**src/rtl/dmactl_pkg.sv**
```systemverilog
package dmactl_pkg;

    localparam int unsigned DATA_W    = 16;
    localparam int unsigned ADDR_W    = 8;
    localparam int unsigned CH_STRIDE = 32;
    localparam int unsigned WORD_W    = $clog2(CH_STRIDE) - 1;

    // word offsets (byte offset / 2) inside one channel window
    typedef enum logic [WORD_W-1:0] {
        W_CTRL  = 4'h0,
        W_STAT  = 4'h1,
        W_COUNT = 4'h2,
        W_PTRL  = 4'h6,
        W_PTRH  = 4'h7,
        W_LUTL  = 4'h8,
        W_LUTH  = 4'h9,
        W_FIN   = 4'hA,
        W_FOUT  = 4'hB
    } word_e;

    localparam int unsigned CTL_MASK = 8;
    localparam int unsigned CTL_GO   = 7;
    localparam int unsigned CTL_ERST = 5;

    localparam logic [7:0] UNLOCK_KEY  = 8'h07;
    localparam logic [7:0] UNLOCK_WORD = 8'hC6;

    typedef struct packed {
        logic       mask;
        logic       eng_rst;
        logic [1:0] mode;
    } ctrl_t;

    typedef struct packed {
        logic pkt_err;
        logic unexp;
        logic parity;
    } flags_t;

    function automatic logic [DATA_W-1:0] lane_merge(
        input logic [DATA_W-1:0] old_v,
        input logic [DATA_W-1:0] new_v,
        input logic [1:0]        be
    );
        return {be[1] ? new_v[15:8] : old_v[15:8],
                be[0] ? new_v[7:0]  : old_v[7:0]};
    endfunction

    function automatic logic [DATA_W-1:0] ctrl_word(input ctrl_t c);
        logic [DATA_W-1:0] w;
        w = '0;
        w[CTL_MASK] = c.mask;
        w[CTL_ERST] = c.eng_rst;
        w[1:0]      = c.mode;
        return w;
    endfunction

    function automatic logic [DATA_W-1:0] flags_word(input flags_t f);
        logic [DATA_W-1:0] w;
        w = '0;
        w[6] = f.pkt_err;
        w[4] = f.unexp;
        w[0] = f.parity;
        return w;
    endfunction

endpackage

```
**src/rtl/dmactl_decode.sv**
```systemverilog
module dmactl_decode
    import dmactl_pkg::*;
#(
    parameter int unsigned NCH     = 2,
    parameter int unsigned CH_BASE = 128
) (
    input  logic [ADDR_W-1:0] addr,
    output logic [NCH-1:0]    chan_hit,
    output logic [WORD_W-1:0] word,
    output logic              unlock_hit
);
    logic [31:0] a32;
    logic        unused_lsb;

    assign a32        = 32'(addr);
    assign unused_lsb = addr[0];
    assign word       = addr[WORD_W:1];
    assign unlock_hit = (addr[ADDR_W-1:1] == UNLOCK_WORD[ADDR_W-1:1]);

    for (genvar i = 0; i < NCH; i++) begin : g_hit
        localparam int unsigned LO = CH_BASE + i * CH_STRIDE;
        localparam int unsigned HI = LO + CH_STRIDE;
        assign chan_hit[i] = (a32 >= 32'(LO)) && (a32 < 32'(HI));
    end

endmodule

```
**src/rtl/dmactl_channel.sv**
```systemverilog
module dmactl_channel
    import dmactl_pkg::*;
(
    input  logic              clk,
    input  logic              rst,
    input  logic              wr,
    input  logic              rd,
    input  logic [WORD_W-1:0] word,
    input  logic [1:0]        be,
    input  logic [DATA_W-1:0] wdata,
    input  logic              unlock,
    input  flags_t            ev,
    output logic [DATA_W-1:0] rdata,
    output logic              start_pulse,
    output logic              irq,
    output logic              busy,
    output logic [1:0]        mode,
    output logic [31:0]       ptr,
    output logic [15:0]       count,
    output logic [15:0]       fin,
    output logic [15:0]       fout
);
    ctrl_t             ctrl;
    flags_t            flags;
    logic [15:0]       lut_lo, lut_hi;
    logic              ctrl_wr, go_req, stat_clr, any_ev;
    logic [DATA_W-1:0] ptr_lo_new;

    assign ctrl_wr  = wr && (word == W_CTRL);
    assign go_req   = ctrl_wr && be[0] && wdata[CTL_GO] && !wdata[CTL_ERST]
                      && !ctrl.eng_rst && unlock;
    assign stat_clr = rd && (word == W_STAT);
    assign any_ev   = |ev;
    assign ptr_lo_new = lane_merge(ptr[15:0], wdata, be) & 16'hFFF8;

    always_ff @(posedge clk) begin
        if (rst) begin
            ctrl        <= '{mask: 1'b1, eng_rst: 1'b0, mode: 2'd0};
            flags       <= '0;
            busy        <= 1'b0;
            start_pulse <= 1'b0;
            ptr         <= '0;
            count       <= '0;
            fin         <= '0;
            fout        <= '0;
            lut_lo      <= '0;
            lut_hi      <= '0;
        end else begin
            if (ctrl_wr) begin
                if (be[1]) ctrl.mask <= wdata[CTL_MASK];
                if (be[0]) begin
                    ctrl.eng_rst <= wdata[CTL_ERST];
                    ctrl.mode    <= wdata[1:0];
                end
            end
            start_pulse <= go_req;
            if (ctrl.eng_rst) begin
                flags <= '0;
                busy  <= 1'b0;
            end else begin
                flags <= (stat_clr ? flags_t'('0) : flags) | ev;
                if (go_req)      busy <= 1'b1;
                else if (any_ev) busy <= 1'b0;
            end
            if (wr) begin
                case (word)
                    W_COUNT: count      <= lane_merge(count, wdata, be);
                    W_PTRL:  ptr[15:0]  <= ptr_lo_new;
                    W_PTRH:  ptr[31:16] <= lane_merge(ptr[31:16], wdata, be);
                    W_LUTL:  lut_lo     <= lane_merge(lut_lo, wdata, be);
                    W_LUTH:  lut_hi     <= lane_merge(lut_hi, wdata, be);
                    W_FIN:   fin        <= lane_merge(fin, wdata, be);
                    W_FOUT:  fout       <= lane_merge(fout, wdata, be);
                    default: ;
                endcase
            end
        end
    end

    always_comb begin
        case (word)
            W_CTRL:  rdata = ctrl_word(ctrl);
            W_STAT:  rdata = flags_word(flags);
            W_COUNT: rdata = count;
            W_PTRL:  rdata = ptr[15:0];
            W_PTRH:  rdata = ptr[31:16];
            W_LUTL:  rdata = lut_lo;
            W_LUTH:  rdata = lut_hi;
            W_FIN:   rdata = fin;
            W_FOUT:  rdata = fout;
            default: rdata = '0;
        endcase
    end

    assign irq  = (|flags) && !ctrl.mask;
    assign mode = ctrl.mode;


    unlock_go_chk: assert property (@(posedge clk) disable iff (rst)
        start_pulse |-> $past(unlock));


    busy_on_go_chk: assert property (@(posedge clk) disable iff (rst)
        start_pulse |-> busy);


    erst_hold_chk: assert property (@(posedge clk) disable iff (rst)
        (ctrl.eng_rst && !ctrl_wr) |=> (flags == '0 && !start_pulse && !busy));


    rd_clear_chk: assert property (@(posedge clk) disable iff (rst)
        (stat_clr && !any_ev) |=> (flags == '0));

endmodule

```
**src/rtl/dmactl_csr.sv**
```systemverilog
module dmactl_csr
    import dmactl_pkg::*;
#(
    parameter int unsigned NCH     = 2,
    parameter int unsigned CH_BASE = 128
) (
    input  logic                clk,
    input  logic                rst,
    input  logic                bus_wr,
    input  logic                bus_rd,
    input  logic [7:0]          bus_addr,
    input  logic [1:0]          bus_be,
    input  logic [15:0]         bus_wdata,
    output logic [15:0]         bus_rdata,
    input  logic [NCH-1:0]      ev_pkt_err,
    input  logic [NCH-1:0]      ev_unexp,
    input  logic [NCH-1:0]      ev_parity,
    output logic [NCH-1:0]      start_pulse,
    output logic [NCH-1:0]      irq,
    output logic [NCH-1:0]      busy,
    output logic [2*NCH-1:0]    xfer_mode,
    output logic [32*NCH-1:0]   pkt_ptr,
    output logic [16*NCH-1:0]   pkt_count,
    output logic [16*NCH-1:0]   fifo_in_thr,
    output logic [16*NCH-1:0]   fifo_out_thr
);
    logic [NCH-1:0]    chan_hit;
    logic [WORD_W-1:0] word;
    logic              unlock_hit;
    logic [7:0]        unlock_byte;
    logic              unlocked;
    logic [15:0]       ch_rdata [NCH];
    logic [15:0]       rd_mux;

    dmactl_decode #(.NCH(NCH), .CH_BASE(CH_BASE)) u_decode (
        .addr       (bus_addr),
        .chan_hit   (chan_hit),
        .word       (word),
        .unlock_hit (unlock_hit)
    );

    always_ff @(posedge clk) begin
        if (rst)
            unlock_byte <= '0;
        else if (bus_wr && unlock_hit && bus_be[1])
            unlock_byte <= bus_wdata[15:8];
    end
    assign unlocked = (unlock_byte == UNLOCK_KEY);

    for (genvar i = 0; i < NCH; i++) begin : g_ch
        dmactl_channel u_ch (
            .clk         (clk),
            .rst         (rst),
            .wr          (bus_wr && chan_hit[i]),
            .rd          (bus_rd && chan_hit[i]),
            .word        (word),
            .be          (bus_be),
            .wdata       (bus_wdata),
            .unlock      (unlocked),
            .ev          ('{pkt_err: ev_pkt_err[i], unexp: ev_unexp[i], parity: ev_parity[i]}),
            .rdata       (ch_rdata[i]),
            .start_pulse (start_pulse[i]),
            .irq         (irq[i]),
            .busy        (busy[i]),
            .mode        (xfer_mode[2*i +: 2]),
            .ptr         (pkt_ptr[32*i +: 32]),
            .count       (pkt_count[16*i +: 16]),
            .fin         (fifo_in_thr[16*i +: 16]),
            .fout        (fifo_out_thr[16*i +: 16])
        );
    end

    always_comb begin
        rd_mux = unlock_hit ? {unlock_byte, 8'h00} : 16'h0000;
        for (int i = 0; i < NCH; i++)
            if (chan_hit[i]) rd_mux = rd_mux | ch_rdata[i];
    end

    always_ff @(posedge clk) begin
        if (rst) bus_rdata <= '0;
        else     bus_rdata <= bus_rd ? rd_mux : 16'h0000;
    end


    decode_onehot_chk: assert property (@(posedge clk) disable iff (rst)
        $onehot0(chan_hit));

endmodule

```
**config.mk**
```make
export PLATFORM = sky130hd
export DESIGN_NAME = dmactl_csr
export DESIGN_NICKNAME = d
export VERILOG_FILES = /design/src/rtl/dmactl_pkg.sv /design/src/rtl/dmactl_decode.sv /design/src/rtl/dmactl_channel.sv /design/src/rtl/dmactl_csr.sv
export SDC_FILE = /design/constraint.sdc
export NUM_CORES = 1
export LEC_CHECK = 0
export ABC_AREA = 1
export BUFFER_PORTS_ARGS = -buffer_cell sky130_fd_sc_hd__buf_4
export CAP_MARGIN = 0
export CORE_ASPECT_RATIO = 0.7
export CORE_MARGIN = 5
export CORE_UTILIZATION = 40
export CTS_CLUSTER_SIZE = 14
export DETAILED_ROUTE_END_ITERATION = 10
export GPL_TIMING_DRIVEN = 0
export HOLD_SLACK_MARGIN = 0.03
export PLACE_DENSITY = 0.68
export SLEW_MARGIN = 5
export SYNTH_ARGS = -nofsm -noshare
export SYNTH_HDL_FRONTEND = slang
export SYNTH_SLANG_ARGS = --single-unit
export TNS_END_PERCENT = 1
```
**constraint.sdc**
```tcl
create_clock -name clk -period 2.5 [get_ports clk]
set_clock_uncertainty 0.1 [all_clocks]
set_input_delay 0.75 -clock clk [delete_from_list [all_inputs] [get_ports clk]]
set_output_delay 0.75 -clock clk [all_outputs]
set_load 0.05 [all_outputs]
```
Word level (Yosys, flattened, before mapping)
Cells that the tools add are included.
Widths: inputs -> output; s select.
{ "word_totals": {"reg_bits": 260, "latchBits": 0, "ramBits": 0, "mem_bits_ro": 0, "output_inout_bits": 186, "n_memories": 0} }
{ "op_classes": {"n_addsub": 0, "multipliers": 0, "div_mod_pow": 0, "order_cmp": 4, "n_eq_ne": 10, "shift": 0, "n_mux": 11, "bitwise_logic": 5, "n_reduce_logical": 71} }
{ "op_table": {"columns": ["cell", "count"], "rows": [
  ["$pmux 16 s9", 2],
  ["$reduce_and 3->1", 28],
  ["$mux 16", 3],
  ["$or 16x16->16", 2],
  ["$logic_and 1x1->1", 24],
  ["$eq 4x4->1 const B", 4],
  ["$ge 8x8->1 const B", 2],
  ["$lt 8x8->1 const B", 2],
  ["$reduce_or 3->1", 4],
  ["$eq 4x3->1 const B", 2],
  ["$eq 8x3->1 const B", 1],
  ["$reduce_and 2->1", 4],
  ["$eq 7x7->1 const B", 1],
  ["$mux 3", 2],
  ["$or 3x3->3", 2],
  ["$reduce_or 2->1", 3],
  ["$logic_not 1->1", 5],
  ["$eq 4x1->1 const B", 1],
  ["$eq 4x2->1 const B", 1],
  ["$logic_not 4->1", 1],
  ["$mux 1", 4],
  ["$reduce_bool 2->1", 2],
  ["$not 1->1", 1]
]} }

Depth between registers and ports, before layout
{ "depth": {"ltp_word": 10, "mapped_depth": 12, "ltp_nobuf": 11} }

Modules after synthesis
A second synthesis with hierarchy kept.
{ "unflattened": {"hier_cells": 2355, "hier_area_um2": 13777.0} }
{ "by_module_without_submodules": {"columns": ["mod", "instances", "cells_per_inst", "area_each_um2", "seq_area_each_um2"], "rows": [
  ["dmactl_channel", 2, 1092, 6324.8, 2362.3],
  ["dmactl_csr", 1, 157, 1051.0, 480.5],
  ["dmactl_decode", 1, 14, 76.3, 0.0]
]} }

Least setup slack after synthesis
Ideal clock, no wire load.
{ "synth_timing": {"kind": "in2reg", "startpoint": "input port bus_addr[7]", "endpoint": "register g_ch[0].u_ch.ptr[21]", "setup_ns": 0.119, "arrival_ns": 1.858, "path_slack_ns": 0.422, "path_stages": 9, "n_path_buf": 2, "cell_sequence": "inv_1 nor3_4 nand2_2 inv_2 buf_6 nand2_1 buf_2 o21ai_0 a21oi_1"} }
{ "synth_via": {"elab_chain_len": 4} }
{ "synth_lines": {"columns": ["element", "line", "text"], "rows": [
  ["from (decl)", "dmactl_csr.sv:11", "input logic [7:0] bus_addr,"],
  ["$ge 8x8->1 or $lt 8x8->1 (tied branches)", "dmactl_decode.sv:23", "assign chan_hit[i] = (a32 >= 32'(LO)) && (a32 < 32'(HI));"],
  ["$logic_and 1x1->1 *", "dmactl_decode.sv:23", null],
  ["$logic_and 1x1->1 *", "dmactl_csr.sv:54", ".wr (bus_wr && chan_hit[i]),"],
  ["$reduce_and 3->1 (no source line) *", null, null],
  ["to (signal assigned)", "dmactl_channel.sv:69", "W_PTRH: ptr[31:16] <= lane_merge(ptr[31:16], wdata, be);"],
  ["to (decl)", "dmactl_channel.sv:18", "output logic [31:0] ptr,"]
]} }
Every way passes the cells marked *; elsewhere a longest branch is shown, timed or not.
A chain may end at the register's enable or synchronous reset.

Worst setup path in the final report
{ "layout_timing": {"startpoint": "input port bus_addr[6]", "endpoint": "register g_ch[1].u_ch.lut_hi[2]"} }
{ "layout_via": {"elab_chain_len": 4} }
{ "layout_lines": {"columns": ["element", "line", "text"], "rows": [
  ["$ge 8x8->1 or $lt 8x8->1 (tied branches)", "dmactl_decode.sv:23", null],
  ["$logic_and 1x1->1 *", "dmactl_decode.sv:23", null],
  ["$logic_and 1x1->1 *", "dmactl_csr.sv:54", null],
  ["$reduce_and 3->1 (no source line) *", null, null],
  ["to (signal assigned)", "dmactl_channel.sv:71", "W_LUTH: lut_hi <= lane_merge(lut_hi, wdata, be);"],
  ["to (decl)", "dmactl_channel.sv:25", "logic [15:0] lut_lo, lut_hi;"]
]} }
Marks and branches as above.

==> results.sh <==
export IMPL_clkLatencyLatePin_ns=0.55
export IMPL_grt_usage=0.309
export IMPL_avgSynthCellArea_um2=6.74
export IMPL_hold_class="reg -> reg"
export IMPL_r2r_slack_ns=1.04
export IMPL_cts_hold_buf=0
export IMPL_dpl_cell_count=2286
export IMPL_dp_hpwl_um=39800
export IMPL_drt_total_wl_um=52500
export IMPL_final_antenna_net_count=0
export IMPL_syn_area_um2=11400
export IMPL_drive_gt1_frac=0.169
export IMPL_ys_seq_elements=260
export IMPL_leakagePower_nw=6.36
export IMPL_finalSetupViolations=0
export IMPL_path_cells="buf_4 > inv_1 > nand3_1 > inv_1 > nand2_1 > inv_1 > buf_4 > nand2_1 > buf_2 > o21ai_0 > nor2_1"
export IMPL_hold_depth=2
export IMPL_hold_violations=0
export IMPL_tightest_slew_ns=0.916
export IMPL_cts_root_buf="clkbuf_16"
export IMPL_ys_types=29
export IMPL_grt_max_degree=14
export IMPL_yosysTopAreaCell="dfxtp_1"
export IMPL_vias=13000
export IMPL_ys_seq_area_frac=0.455
export IMPL_nNetsFinal=1980
export IMPL_synth_edf_count=0
export IMPL_min_to="g_ch[0].u_ch.lut_lo[7]"
export IMPL_nFillCells=2921
export IMPL_fin_crit_ns=2.46
export IMPL_synth_cells=1697
export IMPL_status="completed"
export IMPL_wl_per_cell_um=22.5
export IMPL_drcViolationCount=0
export IMPL_start_util=0.408
export IMPL_cp_required_ns=2.83
export IMPL_crit_fanout=10
export IMPL_worstPathArrival_ns=2.79
export IMPL_r2r_start="unlock_byte[2]"
export IMPL_first_pass_iters=8
export IMPL_worstSetupStartpointType="input port"
export IMPL_clock_sinks=260
export IMPL_critPathSlowestCell="o21ai_0"
export IMPL_core_um2=28000
export IMPL_synth_top_cell_area_share=0.455
export IMPL_slew_headroom=0.389
export IMPL_rsz0062_at_grt="no"
export IMPL_drt_initial_drc_count=1867
export IMPL_max_freq_ghz=0.406
export IMPL_slew_violations=0
export IMPL_max_stage_delay_ns=0.39
export IMPL_drt_vias_per_instance=5.56
export IMPL_min_delay_start="g_ch[0].u_ch.lut_lo[7]"
export IMPL_synth_main_ff_cell="dfxtp_1"
export IMPL_clock_path_buffers=3
export IMPL_ys_warn_count=0
export IMPL_fp_row_count=51
export IMPL_crit_path_frequent_cell="inv_1"
export IMPL_path_clk_slew_ns=0.07
export IMPL_grt_ovfl_total=0
export IMPL_max_vdd_ir_drop_uv=484
export IMPL_grt_pass1_vias=11300
export IMPL_finalPower_mw=9.01
export IMPL_drv_cap=0
export IMPL_port_buffers=213
export IMPL_reg2reg_to="g_ch[1].u_ch.busy"
export IMPL_area_delta_synth_final_pct=26.2
export IMPL_htreeDepth=1
export IMPL_powerDensity_nw_per_um2=625
export IMPL_die_width_um=212
export IMPL_rr_worst_depth=6
export IMPL_gp_congestion=1.01
export IMPL_fp_dieH_um=151
export IMPL_setup_worst_path_class="in -> reg"
export IMPL_dieArea_um2=32100
export IMPL_tritoncts="built"
export IMPL_async_flop_share=0
export IMPL_synth_common_cells="427 x nor2_1, 261 x nand2_1, 260 x dfxtp_1"
export IMPL_grt_pass1_wl_um=74100
export IMPL_synth_area_top_cells="dfxtp_1 46%, nor2_1 14%, o21ai_0 11%"
export IMPL_critPathCaptureType="register"
export IMPL_num_io_pins=222
export IMPL_final_cells=2336
export IMPL_cts_setup_buffers=0
export IMPL_antenna_found_initial=4
export IMPL_numCtsBuffers=27
export IMPL_synthMostInstantiatedCell="nor2_1"
export IMPL_period_share=0.985
[final cells by class]
class                           count  area [um2]  area share
Multi-Input combinational cell   1216        5310       0.368
Sequential cell                   260        5200       0.361
Timing Repair Buffer              213        1600       0.111
Clock buffer                       39         771      0.0534
Buffer                            105         505      0.0350
Tap cell                          371         464      0.0322
Inverter                          121         454      0.0315
Clock inverter                     10         128     0.00884
Antenna cell                        1        2.50    0.000173
[how the worst max path moves through the flow]
stage	start	end	slack [ns]	depth (start not counted)
after CTS	bus_addr[3]	bus_rdata[8]	0.12	12
after global placement	bus_addr[6]	g_ch[0].u_ch.mode[0]	-0.82	7
after detailed placement	bus_addr[6]	g_ch[0].u_ch.mode[0]	-0.85	7
after global routing	bus_addr[6]	g_ch[0].u_ch.count[5]	0.01	8
final	bus_addr[6]	g_ch[1].u_ch.lut_hi[2]	0.04	11
after floorplan	bus_addr[7]	g_ch[0].u_ch.ptr[21]	0.42	9
[timing repair]
| action | in CTS | in global routing |
|---|---|---|
| pin swaps | 0 | 0 |
| setup endpoints to repair | 4 | 3 |
| resized for setup | 1 | 2 |
[metrics by stage]
stage / utilization / TNS (ns) / instance area (um2) / hold slack, ns / worst slack (ns)
floorplan: - / 0 / 11500 / 0.325 / 0.422
global placement: 0.483 / -32.03 / 13500 / 0.335 / -0.821
detailed placement: 0.483 / -38.40 / 13500 / 0.345 / -0.849
CTS: 0.515 / 0 / 14400 / 0.353 / 0.120
global route: 0.515 / 0 / 14400 / 0.387 / 0.0145
finish: 0.515 / 0 / 14400 / 0.352 / 0.0369
[power breakdown]
| part | total [mW] | internal, mW | switching [mW] |
|---|---|---|---|
| Combinational | 0.639 | 0.140 | 0.499 |
| Clock | 4.21 | 2.44 | 1.76 |
| Sequential | 4.17 | 4.16 | 0.0119 |
[cell usage in the layout (no fill, tap or decap), drive strengths merged]
| cell | instances |
|---|---|
| a21oi | 87 |
| a31oi | 1 |
| buf | 259 |
| bufinv | 3 |
| clkbuf | 98 |
| clkinv | 11 |
| clkinvlp | 1 |
| conb | 6 |
| dfxtp | 260 |
| diode | 1 |
| inv | 116 |
| nand2 | 265 |
| nand3 | 151 |
| nand4 | 3 |
| nor2 | 432 |
| nor3 | 4 |
| nor3b | 1 |
| nor4 | 2 |
| o21ai | 262 |
| o21bai | 1 |
| or2 | 1 |
[layer usage]
metal  track usage  up-vias  part of all wire
met1         0.491     6148              0.45
li1              -     5945                 -
met4        0.0486        0             0.017
met3        0.0823       62              0.14
met5             0        -                 0
met2         0.420      843              0.39
[registers in the layout, indices dropped and copies added, names as in the netlist]
register               cells
g_ch.u_ch.flags            6
g_ch.u_ch.count           32
g_ch.u_ch.mode             4
g_ch.u_ch.lut_hi          32
g_ch.u_ch.fin             32
bus_rdata                 16
g_ch.u_ch.busy             2
g_ch.u_ch.ptr             58
g_ch.u_ch.ctrl             4
unlock_byte                8
g_ch.u_ch.start_pulse      2
g_ch.u_ch.lut_lo          32
g_ch.u_ch.fout            32
[critical path: cells and delay by family]
family,cells,cell delay [ns]
AO/OA/AOI/OAI,1,0.39
AND/OR/NAND/NOR,4,0.46
buffers and inverters,6,1.16
[logic make-up after synthesis]
kind of cell	share of synthesized area
buffers and inverters	0.0838
AO/OA/AOI/OAI	0.154
flip-flops	0.455
AND/OR/NAND/NOR	0.307
other	0.000328
(Power assumes the default switching activity.)
